--- src/rtl/dclk_pkg.sv ---
package dclk_pkg;

    localparam int unsigned CODE_W = 8;

    typedef enum logic [2:0] {
        S_IDLE,
        S_CHECK,
        S_PRESCALE,
        S_DIVIDE,
        S_WARM,
        S_SWEEP,
        S_PACK,
        S_DONE
    } srch_state_e;

endpackage

--- src/rtl/dclk_range_check.sv ---
module dclk_range_check #(
    parameter int unsigned FREQ_W = 32,
    parameter int unsigned F_MIN  = 3125000,
    parameter int unsigned F_MAX  = 220000000
) (
    input  logic [FREQ_W-1:0] freq,
    output logic              legal
);
    always_comb begin
        legal = (freq >= FREQ_W'(F_MIN)) && (freq <= FREQ_W'(F_MAX));
    end
endmodule

--- src/rtl/dclk_step.sv ---
module dclk_step #(
    parameter int unsigned FREQ_W = 32,
    parameter int unsigned N_W    = 9,
    parameter int unsigned M_W    = 13,
    parameter int unsigned Q_W    = 5,
    parameter int unsigned REF_HZ = 14318180
) (
    input  logic [N_W-1:0]    n_in,
    input  logic [M_W-1:0]    m_in,
    input  logic [FREQ_W-1:0] r_in,
    input  logic [Q_W-1:0]    ratio,
    input  logic [FREQ_W-1:0] rem,
    output logic [N_W-1:0]    n_out,
    output logic [M_W-1:0]    m_out,
    output logic [FREQ_W-1:0] r_out
);
    localparam logic [FREQ_W:0] REF_X = (FREQ_W+1)'(REF_HZ);

    logic [FREQ_W:0] sum;
    logic            wrap;

    always_comb begin
        sum   = {1'b0, r_in} + {1'b0, rem};
        wrap  = (sum >= REF_X);
        r_out = wrap ? FREQ_W'(sum - REF_X) : FREQ_W'(sum);
        m_out = m_in + M_W'(ratio) + M_W'(wrap);
        n_out = n_in + N_W'(1);
    end
endmodule

--- src/rtl/dclk_cost.sv ---
module dclk_cost #(
    parameter int unsigned FREQ_W  = 32,
    parameter int unsigned M_W     = 13,
    parameter int unsigned ERR_W   = 32,
    parameter int unsigned REF_HZ  = 14318180,
    parameter int unsigned M_LO    = 3,
    parameter int unsigned M_HI    = 257,
    parameter int unsigned M_X4_HI = 1028
) (
    input  logic [M_W-1:0]    m,
    input  logic [FREQ_W-1:0] resid,
    output logic              usable,
    output logic [ERR_W-1:0]  cost
);
    localparam logic [ERR_W-1:0] REF_E  = ERR_W'(REF_HZ);
    localparam logic [ERR_W-1:0] REF_E2 = ERR_W'(REF_HZ) << 1;

    logic direct;
    logic coarse;

    always_comb begin
        direct = (m >= M_W'(M_LO)) && (m <= M_W'(M_HI));
        coarse = !direct && (m <= M_W'(M_X4_HI));
        usable = direct || coarse;
        cost   = ERR_W'(resid);
        if (coarse) begin
            cost = ERR_W'(resid) + (m[1] ? REF_E2 : '0) + (m[0] ? REF_E : '0);
        end
    end
endmodule

--- src/rtl/dclk_pll_search.sv ---
module dclk_pll_search
    import dclk_pkg::*;
#(
    parameter int unsigned FREQ_W   = 32,
    parameter int unsigned REF_HZ   = 14318180,
    parameter int unsigned F_MIN    = 3125000,
    parameter int unsigned F_MAX    = 220000000,
    parameter int unsigned VCO_MIN  = 100000000,
    parameter int unsigned N_LO     = 3,
    parameter int unsigned N_HI     = 257,
    parameter int unsigned M_LO     = 3,
    parameter int unsigned M_HI     = 257,
    parameter int unsigned M_X4_HI  = 1028,
    parameter int unsigned DIV_STEP = 16,
    parameter int unsigned LOOP1    = 4,
    parameter int unsigned ENC_OFS  = 2
) (
    input  logic              clk,
    input  logic              rst_n,
    input  logic              start,
    input  logic [FREQ_W-1:0] target_hz,
    output logic              done,
    output logic              range_err,
    output logic [CODE_W-1:0] m_code,
    output logic [CODE_W-1:0] n_code,
    output logic [CODE_W-1:0] div_code
);
    function automatic int unsigned count_dbl(input int unsigned lo, input int unsigned tgt);
        longint unsigned v;
        int unsigned     c;
        v = lo;
        c = 0;
        while (v < tgt) begin
            v = v << 1;
            c = c + 1;
        end
        return c;
    endfunction

    localparam int unsigned ERR_W   = FREQ_W;
    localparam int unsigned Q_W     = $clog2(F_MAX / REF_HZ + 2);
    localparam int unsigned N_W     = $clog2(N_HI + 2);
    localparam int unsigned M_W     = $clog2(N_HI * (F_MAX / REF_HZ + 1) + 1);
    localparam int unsigned MAX_DBL = count_dbl(F_MIN, VCO_MIN);
    localparam logic [FREQ_W-1:0] REF_F = FREQ_W'(REF_HZ);

    srch_state_e state, state_nx;

    logic [FREQ_W-1:0] f_scaled;
    logic [CODE_W-1:0] div_acc;
    logic [Q_W-1:0]    quo;
    logic [FREQ_W-1:0] rem_q;
    logic [N_W-1:0]    n_q;
    logic [M_W-1:0]    m_q;
    logic [FREQ_W-1:0] r_q;
    logic [ERR_W-1:0]  best_err;
    logic [N_W-1:0]    best_n;
    logic [M_W-1:0]    best_m;
    logic [CODE_W-1:0] m_code_q, n_code_q, div_code_q;
    logic              err_q;

    logic              legal;
    logic [N_W-1:0]    n_nx;
    logic [M_W-1:0]    m_nx;
    logic [FREQ_W-1:0] r_nx;
    logic              usable;
    logic [ERR_W-1:0]  cost;

    dclk_range_check #(
        .FREQ_W (FREQ_W),
        .F_MIN  (F_MIN),
        .F_MAX  (F_MAX)
    ) u_range (
        .freq  (f_scaled),
        .legal (legal)
    );

    dclk_step #(
        .FREQ_W (FREQ_W),
        .N_W    (N_W),
        .M_W    (M_W),
        .Q_W    (Q_W),
        .REF_HZ (REF_HZ)
    ) u_step (
        .n_in  (n_q),
        .m_in  (m_q),
        .r_in  (r_q),
        .ratio (quo),
        .rem   (rem_q),
        .n_out (n_nx),
        .m_out (m_nx),
        .r_out (r_nx)
    );

    dclk_cost #(
        .FREQ_W  (FREQ_W),
        .M_W     (M_W),
        .ERR_W   (ERR_W),
        .REF_HZ  (REF_HZ),
        .M_LO    (M_LO),
        .M_HI    (M_HI),
        .M_X4_HI (M_X4_HI)
    ) u_cost (
        .m      (m_q),
        .resid  (r_q),
        .usable (usable),
        .cost   (cost)
    );

    // Next-state selection
    always_comb begin
        state_nx = state;
        unique case (state)
            S_IDLE:     if (start) state_nx = S_CHECK;
            S_CHECK:    state_nx = legal ? S_PRESCALE : S_DONE;
            S_PRESCALE: if (f_scaled >= FREQ_W'(VCO_MIN)) state_nx = S_DIVIDE;
            S_DIVIDE:   if (rem_q < REF_F) state_nx = S_WARM;
            S_WARM:     if (n_q == N_W'(N_LO - 1)) state_nx = S_SWEEP;
            S_SWEEP:    if (n_q == N_W'(N_HI)) state_nx = S_PACK;
            S_PACK:     state_nx = S_DONE;
            S_DONE:     state_nx = S_IDLE;
            default:    state_nx = S_IDLE;
        endcase
    end

    // State register
    always_ff @(posedge clk) begin
        if (!rst_n) state <= S_IDLE;
        else        state <= state_nx;
    end

    // Datapath
    always_ff @(posedge clk) begin
        if (!rst_n) begin
            f_scaled   <= '0;
            div_acc    <= '0;
            quo        <= '0;
            rem_q      <= '0;
            n_q        <= '0;
            m_q        <= '0;
            r_q        <= '0;
            best_err   <= '1;
            best_n     <= '0;
            best_m     <= '0;
            m_code_q   <= '0;
            n_code_q   <= '0;
            div_code_q <= '0;
            err_q      <= 1'b0;
        end else begin
            unique case (state)
                S_IDLE: begin
                    if (start) begin
                        f_scaled <= target_hz;
                        div_acc  <= '0;
                    end
                end
                S_CHECK: begin
                    err_q <= !legal;
                    if (!legal) begin
                        m_code_q   <= '0;
                        n_code_q   <= '0;
                        div_code_q <= '0;
                    end
                end
                S_PRESCALE: begin
                    if (f_scaled < FREQ_W'(VCO_MIN)) begin
                        f_scaled <= f_scaled << 1;
                        div_acc  <= div_acc + CODE_W'(DIV_STEP);
                    end else begin
                        rem_q <= f_scaled;
                        quo   <= '0;
                    end
                end
                S_DIVIDE: begin
                    if (rem_q >= REF_F) begin
                        rem_q <= rem_q - REF_F;
                        quo   <= quo + Q_W'(1);
                    end else begin
                        n_q      <= '0;
                        m_q      <= '0;
                        r_q      <= '0;
                        best_err <= '1;
                        best_n   <= '0;
                        best_m   <= '0;
                    end
                end
                S_WARM: begin
                    n_q <= n_nx;
                    m_q <= m_nx;
                    r_q <= r_nx;
                end
                S_SWEEP: begin
                    if (usable && (cost < best_err)) begin
                        best_err <= cost;
                        best_n   <= n_q;
                        best_m   <= m_q;
                    end
                    n_q <= n_nx;
                    m_q <= m_nx;
                    r_q <= r_nx;
                end
                S_PACK: begin
                    if (best_m > M_W'(M_HI)) begin
                        m_code_q   <= CODE_W'((best_m >> 2) - M_W'(ENC_OFS));
                        div_code_q <= div_acc;
                    end else begin
                        m_code_q   <= CODE_W'(best_m - M_W'(ENC_OFS));
                        div_code_q <= div_acc | CODE_W'(LOOP1);
                    end
                    n_code_q <= CODE_W'(best_n - N_W'(ENC_OFS));
                end
                S_DONE: begin
                end
                default: begin
                end
            endcase
        end
    end

    // Outputs
    always_comb begin
        done      = (state == S_DONE);
        range_err = err_q;
        m_code    = m_code_q;
        n_code    = n_code_q;
        div_code  = div_code_q;
    end

    // completion is a single-cycle pulse
    a_r9_done_pulse: assert property (@(posedge clk) disable iff (!rst_n)
        done |=> !done);

    // an illegal latched target must end in the error outcome
    a_r1_reject: assert property (@(posedge clk) disable iff (!rst_n)
        (state == S_CHECK && (f_scaled > FREQ_W'(F_MAX) || f_scaled < FREQ_W'(F_MIN)))
        |=> (done && range_err));

    // the scaled target sits in the oscillator band once division starts
    a_r2_vco_band: assert property (@(posedge clk) disable iff (!rst_n)
        (state == S_DIVIDE) |-> (f_scaled >= FREQ_W'(VCO_MIN) && f_scaled <= FREQ_W'(F_MAX)));

    // residual stays below the reference and n stays in its sweep limits
    a_r3_residual: assert property (@(posedge clk) disable iff (!rst_n)
        (state == S_SWEEP) |-> (r_q < REF_F && n_q >= N_W'(N_LO) && n_q <= N_W'(N_HI)));

    // the kept error never grows during the sweep
    a_r6_best_monotone: assert property (@(posedge clk) disable iff (!rst_n)
        (state == S_SWEEP && $past(state == S_SWEEP)) |-> (best_err <= $past(best_err)));

    // div_code shape on a legal result
    a_r7_div_shape: assert property (@(posedge clk) disable iff (!rst_n)
        (done && !range_err) |-> (div_code[3] == 1'b0 && div_code[1:0] == 2'b00
                                  && (int'(div_code) / DIV_STEP) <= MAX_DBL));

    // a start pulse during the sweep leaves the scaled target alone
    a_r10_busy_start: assert property (@(posedge clk) disable iff (!rst_n)
        ((state == S_SWEEP || state == S_WARM) && start) |=> $stable(f_scaled));

endmodule

--- config.mk ---
export PLATFORM = sky130hd
export DESIGN_NAME = dclk_pll_search
export DESIGN_NICKNAME = d
export VERILOG_FILES = /design/src/rtl/dclk_pkg.sv /design/src/rtl/dclk_range_check.sv /design/src/rtl/dclk_step.sv /design/src/rtl/dclk_cost.sv /design/src/rtl/dclk_pll_search.sv
export SDC_FILE = /design/constraint.sdc
export NUM_CORES = 1
export LEC_CHECK = 0
export BUFFER_PORTS_ARGS = -buffer_cell sky130_fd_sc_hd__buf_2
export CAP_MARGIN = 25
export CELL_PAD_IN_SITES_DETAIL_PLACEMENT = 2
export CELL_PAD_IN_SITES_GLOBAL_PLACEMENT = 2
export CORE_UTILIZATION = 37
export DETAILED_ROUTE_END_ITERATION = 7
export PLACE_DENSITY = 0.91
export SYNTH_ARGS = -nofsm -noshare
export SYNTH_HDL_FRONTEND = slang
export SYNTH_SLANG_ARGS = --single-unit
--- constraint.sdc ---
create_clock -name clk -period 7.5 [get_ports clk]
set_input_delay 0.375 -clock clk [delete_from_list [all_inputs] [get_ports clk]]
set_output_delay 0.375 -clock clk [all_outputs]
set_load 0.03 [all_outputs]
# Word-level counts from Yosys, hierarchy flattened
# Index checks and enable logic that the tools add are counted.
# Widths: inputs -> output; s select.
totals:
  regBits: 212
  latchBits: 0
  ramBits: 0
  romBits: 0
  inputBits: 35
  output_inout_bits: 26
  word_cells: 122
  memories: 0
classes:
  n_addsub: 13
  n_mul: 0
  div: 0
  magnitude_cmp: 12
  eq_ne: 20
  shifts: 0
  n_mux: 42
  bitwise: 0
  reduce_logical: 20
op_table:
  columns: ["op", "count"]
  rows:
  - ["$mux 32", 9]
  - ["$pmux 32 s2", 4]
  - ["$pmux 8 s2", 5]
  - ["$add 32x32->32", 2]
  - ["$sub 32x24->32 const B", 2]
  - ["$pmux 13 s2", 2]
  - ["$mux 8", 5]
  - ["$add 32x32->33", 1]
  - ["$ge 33x24->1 const B", 1]
  - ["$ge 32x22->1 const B", 1]
  - ["$ge 32x24->1 const B", 1]
  - ["$ge 32x27->1 const B", 1]
  - ["$le 32x28->1 const B", 1]
  - ["$lt 32x24->1 const B", 1]
  - ["$lt 32x27->1 const B", 1]
  - ["$lt 32x32->1", 1]
  - ["$mux 13", 2]
  - ["$mux 25", 1]
  - ["$mux 24", 1]
  - ["$pmux 3 s8", 1]
  - ["$sub 8x2->8 const B", 3]
  - ["$ne 2x2->1 const B", 11]
  - ["$mux 3", 7]
  - ["$pmux 9 s2", 1]
  - ["other kinds (26)", 42]

# Logic depth before layout (Yosys ltp)
# Gate-level depths: netlist of the first run.
logic_depth:
  word_depth: 9
  depth_mapped: 27
  mapped_depth_nobuf: 25

# By module
# A second synthesis of the first run with hierarchy kept.
hier_totals:
  cells_unflattened: 2038
  hier_area_um2: 15496.1
modules_own_cells:
  columns: ["module", "n_inst", "cells_per_inst", "area_per_inst_um2", "seq_area_each_um2"]
  rows:
  - ["dclk_pll_search", 1, 1256, 9963.3, 4124.0]
  - ["dclk_step", 1, 490, 3462.1, 0.0]
  - ["dclk_cost", 1, 264, 1899.3, 0.0]
  - ["dclk_range_check", 1, 28, 171.4, 0.0]

# Least setup slack after synthesis of the first run
# OpenSTA, ideal clock, no wires.
synth_path:
  kind: "register to register"
  startpoint: "reg m_q[1]"
  endpoint: "reg best_m[0]"
  setup_ns: 0.070
  arrival_ns: 6.190
  required_ns: 7.430
  setup_slack_ns: 1.240
  path_stages_with_launch: 27
  path_buffers: 1
  period_less_slack_ns: 6.260
  cell_sequence: "dfxtp_1 ha_1 ha_1 fa_1 a31o_2 a21oi_1 o211ai_1 a31o_2 a21oi_1 o21ai_0 a31oi_1 nor2b_1 o2111ai_1 xor2_1 inv_1 ha_1 a21o_1 a21oi_1 nor2b_1 nor4_1 nor4bb_1 o211ai_1 or3_1 o31ai_1 clkbuf_1 nand2_1 a21oi_1"
synth_via:
  elab_chain_len: 9
  elab_cells_between_ends: 15
  classes_between: "2 x add/sub; 4 x order compare; 1 x eq/ne; 2 x mux; 6 x reduce/logical"
synth_lines:
  columns: ["element", "line_no", "rtl"]
  rows:
  - ["from (decl)", "dclk_pll_search.sv:54", "logic [M_W-1:0] m_q;"]
  - ["from (signal assigned)", "dclk_pll_search.sv:189", "m_q <= m_nx;"]
  - ["from (signal assigned)", "dclk_pll_search.sv:199", "m_q <= m_nx;"]
  - ["parallel branches: the longest is 6 deep, another holds $add 32x32->32", null, null]
  - ["$logic_and 1x1->1 (*)", "dclk_pll_search.sv:193", "if (usable && (cost < best_err)) begin"]
  - ["$ne 2x2->1 (no line) (*)", null, null]
  - ["$reduce_and 3->1 (no line) (*)", null, null]
  - ["to (signal assigned)", "dclk_pll_search.sv:196", "best_m <= m_q;"]
  - ["to (decl)", "dclk_pll_search.sv:58", "logic [M_W-1:0] best_m;"]
# Mark *: on every way between the ends.
# A chain may end at the register's enable or synchronous reset.

# Worst setup path in the final report of the first run
layout_path:
  startpoint: "reg r_q[0]"
  endpoint: "reg m_q[12]"
layout_via:
  elab_chain_len: 4
layout_lines:
  columns: ["element", "line_no", "rtl"]
  rows:
  - ["from (decl)", "dclk_pll_search.sv:55", "logic [FREQ_W-1:0] r_q;"]
  - ["from (signal assigned)", "dclk_pll_search.sv:190", "r_q <= r_nx;"]
  - ["from (signal assigned)", "dclk_pll_search.sv:200", "r_q <= r_nx;"]
  - ["$add 32x32->33", "dclk_step.sv:23", "sum = {1'b0, r_in} + {1'b0, rem};"]
  - ["$ge 33x24->1", "dclk_step.sv:24", "wrap = (sum >= REF_X);"]
  - ["$add 13x1->13", "dclk_step.sv:26", "m_out = m_in + M_W'(ratio) + M_W'(wrap);"]
  - ["$pmux 13 s2", "dclk_pll_search.sv:150", "unique case (state)"]
# No other way between the ends.

==> results of run 1 <==
==> per-layer routing <==
metal | wire, µm | global-route usage (%)
met1 | 28600 | 39.8
met3 | 4530 | 6.32
met4 | 5270 | 22.1
met2 | 37400 | 62.7
met5 | 9 | 0
==> registers in the layout (all words and copies together) (netlist names), 9 cells and up <==
signal and count:
f_scaled 32, best_err 32, n_q 9, m_q 13, r_q 32, rem_q 32
best_m 13
==> worst max-delay path: stages, from the launching register on <==
cell      delay (ps)
dfxtp_1          560
ha_1             280
inv_1             80
fa_1             420
nor2b_1          250
o31ai_1          180
a21o_1           280
o311ai_0         580
o211ai_1         410
nor3_1           650
nand4_1          240
o211ai_2         330
nor3_4           130
fa_1             450
fa_1             450
nor2b_1          180
o21ai_0          110
nand2b_1         130
a21oi_1          100
nor2b_1          330
nand3_1          250
nor3_1           320
nand3_1          130
xor2_1           210
nor2_1            60
==> cell usage in the layout, fill, tap and decap left out, drive strengths merged, types with 12 or more instances in the layout <==
master / netlist / final
nor3: 72 / 72
a31oi: 35 / 35
a21oi: 150 / 150
or3: 16 / 16
clkbuf: 80 / 35
nand3: 82 / 82
a311oi: 37 / 37
nor2b: 24 / 24
inv: 70 / 71
o31ai: 25 / 25
buf: 24 / 90
nand2: 262 / 262
xnor2: 36 / 36
mux2i: 14 / 14
and3: 17 / 17
o21ai: 141 / 141
dfxtp: 206 / 206
nor2: 198 / 198
ha: 115 / 115
o211ai: 14 / 14
xor2: 46 / 46
nand4: 21 / 21
o21bai: 12 / 12
a21o: 38 / 38
nor4: 13 / 13
a211oi: 17 / 17
nand2b: 16 / 16
==> final cells by class <==
| cell class | count | share of cell area, % |
|---|---|---|
| Timing Repair Buffer | 90 | 3.48 |
| Sequential cell | 206 | 24.7 |
| Tap cell | 518 | 3.89 |
| Clock inverter | 14 | 1.51 |
| Multi-Input combinational cell | 1575 | 60.2 |
| Inverter | 71 | 1.61 |
| Clock buffer | 35 | 4.59 |
==> how the worst max path moves through the flow <==
stage	cells after the start	to	slack, ps	from
2_1_floorplan	26	best_m[0]	1240	m_q[1]
3_3_place_gp	26	best_err[26]	1100	m_q[1]
3_5_place_dp	26	best_err[15]	490	m_q[1]
4_1_cts	26	best_err[15]	90	m_q[1]
5_1_grt	25	best_err[12]	30	m_q[0]
6_report	24	m_q[12]	230	r_q[0]
==> what timing repair did <==
item	in CTS	in global routing
setup buffers	0	2
endpoints found under the setup margin	1	53
pin swaps	0	0
resized for setup	1	8
==> power breakdown <==
part           leakage, nW  internal [mW]  switching, mW
clock                0.501          0.958          0.611
combinational         5.05           1.25           2.72
sequential            1.67           1.34          0.491
total                 7.23           3.55           3.82
==> per-stage QoR <==
stage,instances,setup WS [ps]
floorplan,1956,1240
global placement,2455,1100
detailed placement,2456,488
CTS,2505,85.7
global route,2509,33.1
finish,2509,226
==> logic make-up after synthesis <==
family                     Yosys count
DFF                                206
buffers and inverters              175
and+or+nand+nor                    763
xor gates and xnor gates            82
muxes                               21
AOI/OAI and AO/OA                  584
adders and majority gates          125
==> metrics.yaml, run 1 <==
end_kind: "register"
yosys-mux-area-fraction_pct: 1.48
first_global_vias: 18300
netlist_area_um2: 14800
max_slew_margin_pct: 38.6
min_period_over_period_pct: 97.0
grt_pass1_wl_mm: 114
grt_max_degree: 71
ys_seq_area_share_pct: 27.9
synth_top_family_by_area: "compound AO/OA/AOI/OAI gates"
pin_count: 61
reg2reg_depth: 24
coreArea_um2: 39000
synthesis.nets: 2116
layout_min_cycle_time_ps: 7270
power_density_nw_per_um2: 442
synth_edf_count: 0
area_growth_pct: 12.7
hold_viol: 0
hold_path_depth: 3
synth_area_leaders: "dfxtp_1 28%, ha_1 9.7%, nand2_1 6.6%"
rows: 72
track_usage_pct: 35.7
yosysUniqueCellTypes: 92
dp_hpwl_mm: 44.3
synth-xor-area-share_pct: 4.85
nets: 2131
worstSetupPathType: "reg -> reg"
clkSinkCount: 206
tritoncts: "yes"
synth_area_per_cell_um2: 7.57
hold_slack_ps: 78.7
ys_top_cells_by_count: "262 x nand2_1, 206 x dfxtp_1, 198 x nor2_1"
drt_wl_total_mm: 75.8
drive_gt1_share_pct: 9.44
synthAdderAreaFrac_pct: 11.1
power_leakage_nw: 7.23
die_w_um: 202
htreeDepth: 1
regToRegSetupSlack_ps: 230
fillCellCount: 4343
grt_overflow: 0
vias: 16900
finClkSkew_ps: 22.7
worst_ir_drop_vdd_mv: 0.266
outcome: "finished clean"
multiInputGateArea_um2: 10000
die_h_um: 202
synth_compound_area_share_pct: 26.3
total_power_mw: 7.37
max_freq_mhz: 137
portBuffers: 60
start_util_pct: 37.9
cap_violations: 0
placed_area_um2: 15600
worstHoldEndpoint: "f_scaled[10]"
layout.cell_area.non_filler_um2: 16700
yosysTopAreaCellShare_pct: 27.9
hold_path_class: "in -> reg"
clkLatencyLatePin_ps: 570
synth_warnings: 0
setup_viol: 0
worst_pin_slew_ps: 898
synth_seq_cells: 206
yosys_most_used_dff: "dfxtp_1"
r2r_start: "r_q[0]"
worstPathArrival_ps: 7720
yosys.area.top_type: "dfxtp_1"
async_flop_share_pct: 0
slew_viol_final: 0
diodes: 0
yosys.area_share.simple_pct: 23.7
place_congestion: 0.837
crit_required_ps: 7950
regArea_um2: 4130
rsz0062_at_grt: "false"
path_clk_slew_ps: 70
fin_util_pct: 42.8
clock_path_buffers: 3
timing.rr.end: "m_q[12]"
vias_per_cell: 6.73
dieArea_um2: 40800
finalSetupTns_ps: 0
ant_nets: 0
synthCells: 1956
routedWlPerCell_um: 30.2
hold_buffers: 0
cts_buffers: 27
antenna_found_initial: 2
root_buffer: "clkbuf_16"
dr.first_iter.drc_count: 1397
drtPass1Iterations: 6
drc_errors: 0
critical_path.max_fanout: 7
cp-start-kind: "register"
worstHoldStart: "target_hz[10]"
synthMostInstantiatedCell: "nand2_1"
No activity file was read; power rests on OpenSTA's default activity.
==> run 2, diff against run 1 <==
--- a/config.mk
+++ b/config.mk
@@ -9,9 +9,10 @@
 export CAP_MARGIN = 25
 export CELL_PAD_IN_SITES_DETAIL_PLACEMENT = 2
 export CELL_PAD_IN_SITES_GLOBAL_PLACEMENT = 2
-export CORE_UTILIZATION = 37
+export CORE_UTILIZATION = 34
 export DETAILED_ROUTE_END_ITERATION = 7
-export PLACE_DENSITY = 0.91
+export PLACE_DENSITY = 0.89
+export SLEW_MARGIN = 20
 export SYNTH_ARGS = -nofsm -noshare
 export SYNTH_HDL_FRONTEND = slang
 export SYNTH_SLANG_ARGS = --single-unit
==> constraint.sdc (replaced) <==
create_clock -name clk -period 5.8 [get_ports clk]
set_input_delay 0.29 -clock clk [delete_from_list [all_inputs] [get_ports clk]]
set_output_delay 0.29 -clock clk [all_outputs]
set_load 0.03 [all_outputs]
==> metrics.yaml, run 2 (same netlist as run 1, synthesis figures left out) <==
pin_count: 61  # unchanged
tritoncts: "yes"
grt_overflow: 0  # unchanged
track_usage_pct: 42.1  # +6.4 points
place_congestion: 0.878  # +5.0%
coreArea_um2: 43000  # +10%
rsz0062_at_grt: "true"
grt_max_degree: 68  # -4.2%
vias_per_cell: 7.27  # +8.2%
layout_min_cycle_time_ps: 7390  # +114 ps
min_period_over_period_pct: 127  # +30 points
cts_buffers: 26  # -3.7%
fin_util_pct: 45.4  # +2.7 points
dr.first_iter.drc_count: 2365  # +69%
worstPathArrival_ps: 7870  # +150 ps
slew_viol_final: 0  # unchanged
worst_pin_slew_ps: 1320  # +425 ps
root_buffer: "clkbuf_16"
portBuffers: 60  # unchanged
dp_hpwl_mm: 46.5  # +5.0%
clkSinkCount: 206  # unchanged
fin_ws_ps: -1590  # -1810 ps
hold_viol: 8  # +8
drc_errors: 0  # unchanged
critical_path.max_fanout: 10  # +3
outcome: "finished, violations left"
max_freq_mhz: 135  # -1.5%
setup_viol: 73  # +73
rows: 76  # +5.6%
power_leakage_nw: 8.31  # +15%
hold_path_class: "in -> reg"
vias: 19900  # +18%
area_growth_pct: 32.0
dp_cells: 2580  # +5.0%
cp-start-kind: "register"
antenna_found_initial: 14  # +12
cap_violations: 0  # unchanged
fillCellCount: 4706  # +8.4%
drive_gt1_share_pct: 26.1  # +17 points
violations: "hold timing, setup timing"
pre_cts_ws_ps: -823  # -1310 ps
start_util_pct: 34.4  # -3.5 points
hold_slack_ps: -36.5  # -115 ps
die_w_um: 211  # +4.3%
finalNonFillerCells: 2735  # +9.0%
grt_pass1_wl_mm: 139  # +22%
drt_wl_total_mm: 112  # +48%
end_kind: "register"
worst_ir_drop_vdd_mv: 0.314  # +18%
layout_common_cells: "241 x nand2_1, 190 x dfxtp_1, 173 x nor2_1, 143 x buf_4, 118 x a21oi_1"
crit_required_ps: 6280  # -1670 ps
dieArea_um2: 44400  # +8.7%
ant_nets: 0  # unchanged
regArea_um2: 4160  # +0.76%
max_slew_margin_pct: 10.9  # -28 points
routedWlPerCell_um: 41.0  # +36%
first_global_vias: 20100  # +9.7%
path_clk_slew_ps: 80  # about the same
finClkSkew_ps: 49.1  # +26.4 ps
htreeDepth: 1  # unchanged
clock_path_buffers: 3  # unchanged
multiInputGateArea_um2: 11400  # +14%
power_density_nw_per_um2: 595  # +35%
clkLatencyLatePin_ps: 610  # +40 ps
final_common_cell: "nand2_1"
die_h_um: 211  # +4.3%
worstSetupPathType: "reg -> reg"
drtPass1Iterations: 6  # unchanged
nets: 2284  # +7.2%
run 2: cell types whose count changed in the layout (fill, tap and decap cells not counted), moves of 17 or more:
cell / before / now
o21ai_1: 9 / 28
nand3_1: 82 / 65
a21oi_2: 2 / 30
o21ai_0: 131 / 104
nor3_1: 69 / 50
buf_4: 25 / 143
nand2_1: 262 / 241
ha_1: 115 / 89
a21oi_1: 148 / 118
nor2_1: 196 / 173
run 2: final timing paths:
kind                startpoint  slack, ps  cells after the start      endpoint
setup / recovery        m_q[1]      -1590                     26  best_err[12]
setup reg to reg        m_q[1]      -1590                     26  best_err[12]
hold / removal    target_hz[0]        -40                      3   f_scaled[0]
hold reg to reg      m_code[3]        470                      2     m_code[3]
run 2: layout make-up:
type | instances | area share, %
diodes | 8 | 0.102
clock buffers | 34 | 3.80
clock inverters | 12 | 0.865
inverters | 71 | 1.38
multi-input cells | 1575 | 58.4
flip-flops and latches | 206 | 21.3
well taps | 585 | 3.75
repair buffers | 244 | 10.4
run 2: what timing repair did:
| item | in CTS | in global routing |
|---|---|---|
| gates cloned | 7 | 6 |
| setup endpoints to repair | 59 | 65 |
| setup buffers | 41 | 41 |
| resized for setup | 164 | 191 |
| pin swaps | 41 | 57 |
| hold buffers | 5 | 0 |
| endpoints found under the hold margin | 5 | 0 |
run 2: through the flow:
step           power [mW]  setup TNS (ps)  cell area [µm²]
2_1_floorplan        5.39               0            14800
3_3_place_gp         6.54           -2510            16100
3_5_place_dp         7.02          -34300            16100
4_1_cts              9.73           -7830            18200
5_1_grt              11.6          -85990            19500
6_report             11.6          -88660            19500
run 2: power breakdown:
| part | switching [mW] | total (mW) | internal, mW |
|---|---|---|---|
| logic | 4.86 | 7.21 | 2.34 |
| clock network | 0.846 | 1.92 | 1.08 |
| registers | 0.740 | 2.48 | 1.74 |
| total | 6.45 | 11.6 | 5.16 |
run 2: critical path: stages (launching register included):
cell	delay, ps
dfxtp_4	390
buf_6	200
fa_1	600
ha_1	340
a21o_1	210
a21oi_1	920
nor2b_4	240
a211oi_4	350
o21ai_2	140
buf_4	150
buf_4	130
a31oi_1	230
xnor2_1	170
mux2_2	330
ha_1	370
nand4_1	200
nor3_4	80
nand2_2	80
nor4bb_4	340
o211ai_1	220
or3_4	460
o31ai_4	240
buf_6	220
buf_12	140
buf_16	130
nor3_4	50
o21ai_2	300
run 2: routing by layer:
layer | share of wire [%] | vias to the layer above | GRT usage (%)
li1 | - | 7430 | -
met1 | 33 | 9671 | 46.2
met2 | 44 | 1867 | 70.9
met3 | 11 | 910 | 10.1
met4 | 12 | 18 | 30.7
met5 | 0.17 | - | 0.111
==> run 3, diff against run 2 <==
--- a/config.mk
+++ b/config.mk
@@ -11,8 +11,9 @@
 export CELL_PAD_IN_SITES_GLOBAL_PLACEMENT = 2
 export CORE_UTILIZATION = 34
 export DETAILED_ROUTE_END_ITERATION = 7
-export PLACE_DENSITY = 0.89
+export PLACE_DENSITY = 0.88
 export SLEW_MARGIN = 20
 export SYNTH_ARGS = -nofsm -noshare
 export SYNTH_HDL_FRONTEND = slang
+export SYNTH_HIERARCHICAL = 1
 export SYNTH_SLANG_ARGS = --single-unit
==> metrics.yaml, run 3 <==
final_common_cell: "nand2_1"
layout_common_cells: "233 x nand2_1, 202 x dfxtp_1, 184 x nor2_1, 141 x a21oi_1, 112 x ha_1"
drt_wl_total_mm: 67.1  # -40%
worst_ir_drop_vdd_mv: 0.287  # -8.4%
portBuffers: 60  # unchanged
outcome: "finished clean"
seq_power_share_pct: 25.9  # +4.5 points
crit_required_ps: 6250  # -30 ps
ys_seq_area_share_pct: 26.6  # -1.3 points
root_buffer: "clkbuf_16"
yosys_most_used_dff: "dfxtp_1"
worstSetupPathType: "reg -> reg"
power_leakage_nw: 7.33  # -12%
grt_pass1_wl_mm: 104  # -25%
drc_errors: 0  # unchanged
tritoncts: "yes"
clkSinkCount: 206  # unchanged
antenna_found_initial: 0  # -14
dr.first_iter.drc_count: 1018  # -57%
max_freq_mhz: 174  # +29%
yosys.area.top_type: "dfxtp_1"
finClkSkew_ps: 24.6  # -24.4 ps
die_w_um: 215  # +2.3%
cp-start-kind: "register"
synth_warnings: 6  # +6
cts_buffers: 27  # +3.8%
grt_overflow: 0  # unchanged
p_clk_share_pct: 19.7  # +3.1 points
ant_nets: 0  # unchanged
max_slew_margin_pct: 39.9  # +29 points
end_kind: "register"
critPathMaxStageDelay_ps: 580  # -340 ps
vias: 16600  # -16%
layout.cell_area.non_filler_um2: 17500  # -10%
worst_pin_slew_ps: 897  # -426 ps
power_switching_mw: 4.51  # -30%
cp_slowest_cell: "dfxtp_1"
routedWlPerCell_um: 25.2  # -39%
dp_cells: 2593  # +0.50%
place_congestion: 0.867  # -1.3%
path_clk_slew_ps: 70  # about the same
pin_count: 61  # unchanged
worstPathArrival_ps: 6190  # -1680 ps
synthesis.nets: 2195  # +3.7%
htreeDepth: 1  # unchanged
critical_path.max_fanout: 9  # -1
netlist_area_um2: 15500  # +4.7%
track_usage_pct: 27.6  # -15 points
cap_violations: 0  # unchanged
power_density_nw_per_um2: 509  # -14%
nets: 2210  # -3.2%
die_h_um: 215  # +2.3%
synth_area_per_cell_um2: 7.60  # +0.50%
yosysUniqueCellTypes: 96  # +4.3%
synth_area_leaders: "dfxtp_1 27%, ha_1 9.0%, nand2_1 5.7%"
yosysTopAreaCellShare_pct: 26.6  # -1.3 points
min_period_over_period_pct: 98.9  # -28 points
placed_area_um2: 16300  # +1.2%
switching_share_pct: 50.4  # -5.1 points
vias_per_cell: 6.24  # -14%
hold_path_class: "in -> reg"
ys_top_cells_by_count: "234 x nand2_1, 206 x dfxtp_1, 189 x nor2_1"
synth_edf_count: 0  # unchanged
drtPass1Iterations: 5  # -1
p_int_mw: 4.43  # -14%
clkLatencyLatePin_ps: 570  # -40 ps
clock_path_buffers: 3  # unchanged
synthCells: 2038  # +4.2%
setup_viol: 0  # -100%
async_flop_share_pct: 0  # unchanged
rows: 77  # +1.3%
crit_chain: "ha_1 > a21oi_1 > nor2b_2 > o21ai_0 > or2_2 > a211oi_1 > xnor2_1 > and4b_1 > and2_4 > fa_1 > fa_2 > nor2b_1 > o21ai_0 > nand2b_1 > and2_1 > o21a_1 > nand3_1 > xnor2_1 > a22oi_1 > nor2_1"
dp_hpwl_mm: 43.2  # -7.2%
drive_gt1_share_pct: 11.3  # -15 points
synth_seq_cells: 206  # unchanged
dieArea_um2: 46400  # +4.7%
hold_viol: 0  # -8
pre_cts_ws_ps: 90.2  # +913 ps
layout_min_cycle_time_ps: 5740  # -1650 ps
area_growth_pct: 13.2
p_comb_share_pct: 54.4  # -7.7 points
first_global_vias: 18200  # -9.6%
diodes: 0  # -8
finalNonFillerCells: 2666  # -2.5%
grt_max_degree: 92  # +35%
fin_ws_ps: 61.7  # +1650 ps
slew_viol_final: 0  # unchanged
synthMostInstantiatedCell: "nand2_1"
start_util_pct: 34.7  # +0.31 points
coreArea_um2: 44600  # +3.8%
run 3: logic make-up after synthesis:
group | share of synthesized area, %
adders and majority gates | 10.4
and+or+nand+nor | 23.4
DFF | 26.6
xor gates and xnor gates | 5.26
AOI/OAI and AO/OA | 27.1
buffers and inverters | 6.43
muxes | 0.840
run 3: what timing repair did:
action,CTS,global route
hold endpoints to repair,17,0
cloned,0,0
pin swaps,1,9
hold buffers,17,0
endpoints found under the setup margin,3,7
buffers inserted,0,5
gates resized for setup,2,27
run 3: layout make-up:
type                    instances  area (µm²)
clock buffers                  38         807
clock inverters                12         106
fillers                      5037       27100
inverters                     104         393
multi-input cells            1593       10500
flip-flops and latches        206        4130
well taps                     592         741
repair buffers                121         838
run 3: power groups by stage:
stage / registers [mW] / logic [mW] / clock network (mW)
detailed placement: 2.28 / 4.35 / 0
CTS: 2.26 / 4.54 / 1.78
global route: 2.34 / 5.15 / 1.84
finish: 2.31 / 4.87 / 1.76
floorplan: 2.04 / 3.40 / 0
global placement: 2.25 / 4.06 / 0
run 3: worst paths after layout:
kind / slack (ps) / from / depth (start not counted) / to
max reg2reg: 60 / rem_q[21] / 20 / m_q[8]
min: 20 / target_hz[9] / 3 / f_scaled[9]
min reg2reg: 480 / best_m[11] / 2 / best_m[11]
max: 60 / rem_q[21] / 20 / m_q[8]
run 3: critical path: cells and delay by family (launching register included):
kind,cells,cell delay [ps]
AOI/OAI and AO/OA,6,1410
xor gates and xnor gates,2,480
adders and majority gates,3,1310
DFF,1,580
and+or+nand+nor,9,1840
run 3: routing by layer:
metal	part of all wire [%]	vias to the layer above	global-route usage (%)
li1	-	7474	-
met4	4.6	0	12.3
met5	0	-	0
met1	41	8425	32.8
met2	51	525	49.8
met3	3.7	215	2.78
run 3: metrics by stage:
| stage | TNS (ps) | utilization, % | hold slack, ps | total power, mW |
|---|---|---|---|---|
| 6_report | 0 | 39.3 | 15.9 | 8.94 |
| 5_1_grt | -609 | 39.3 | 26.1 | 9.34 |
| 3_3_place_gp | 0 | 36.5 | 445 | 6.31 |
| 4_1_cts | 0 | 39.0 | 0.966 | 8.58 |
| 2_1_floorplan | 0 | - | 432 | 5.44 |
| 3_5_place_dp | 0 | 36.5 | 467 | 6.63 |
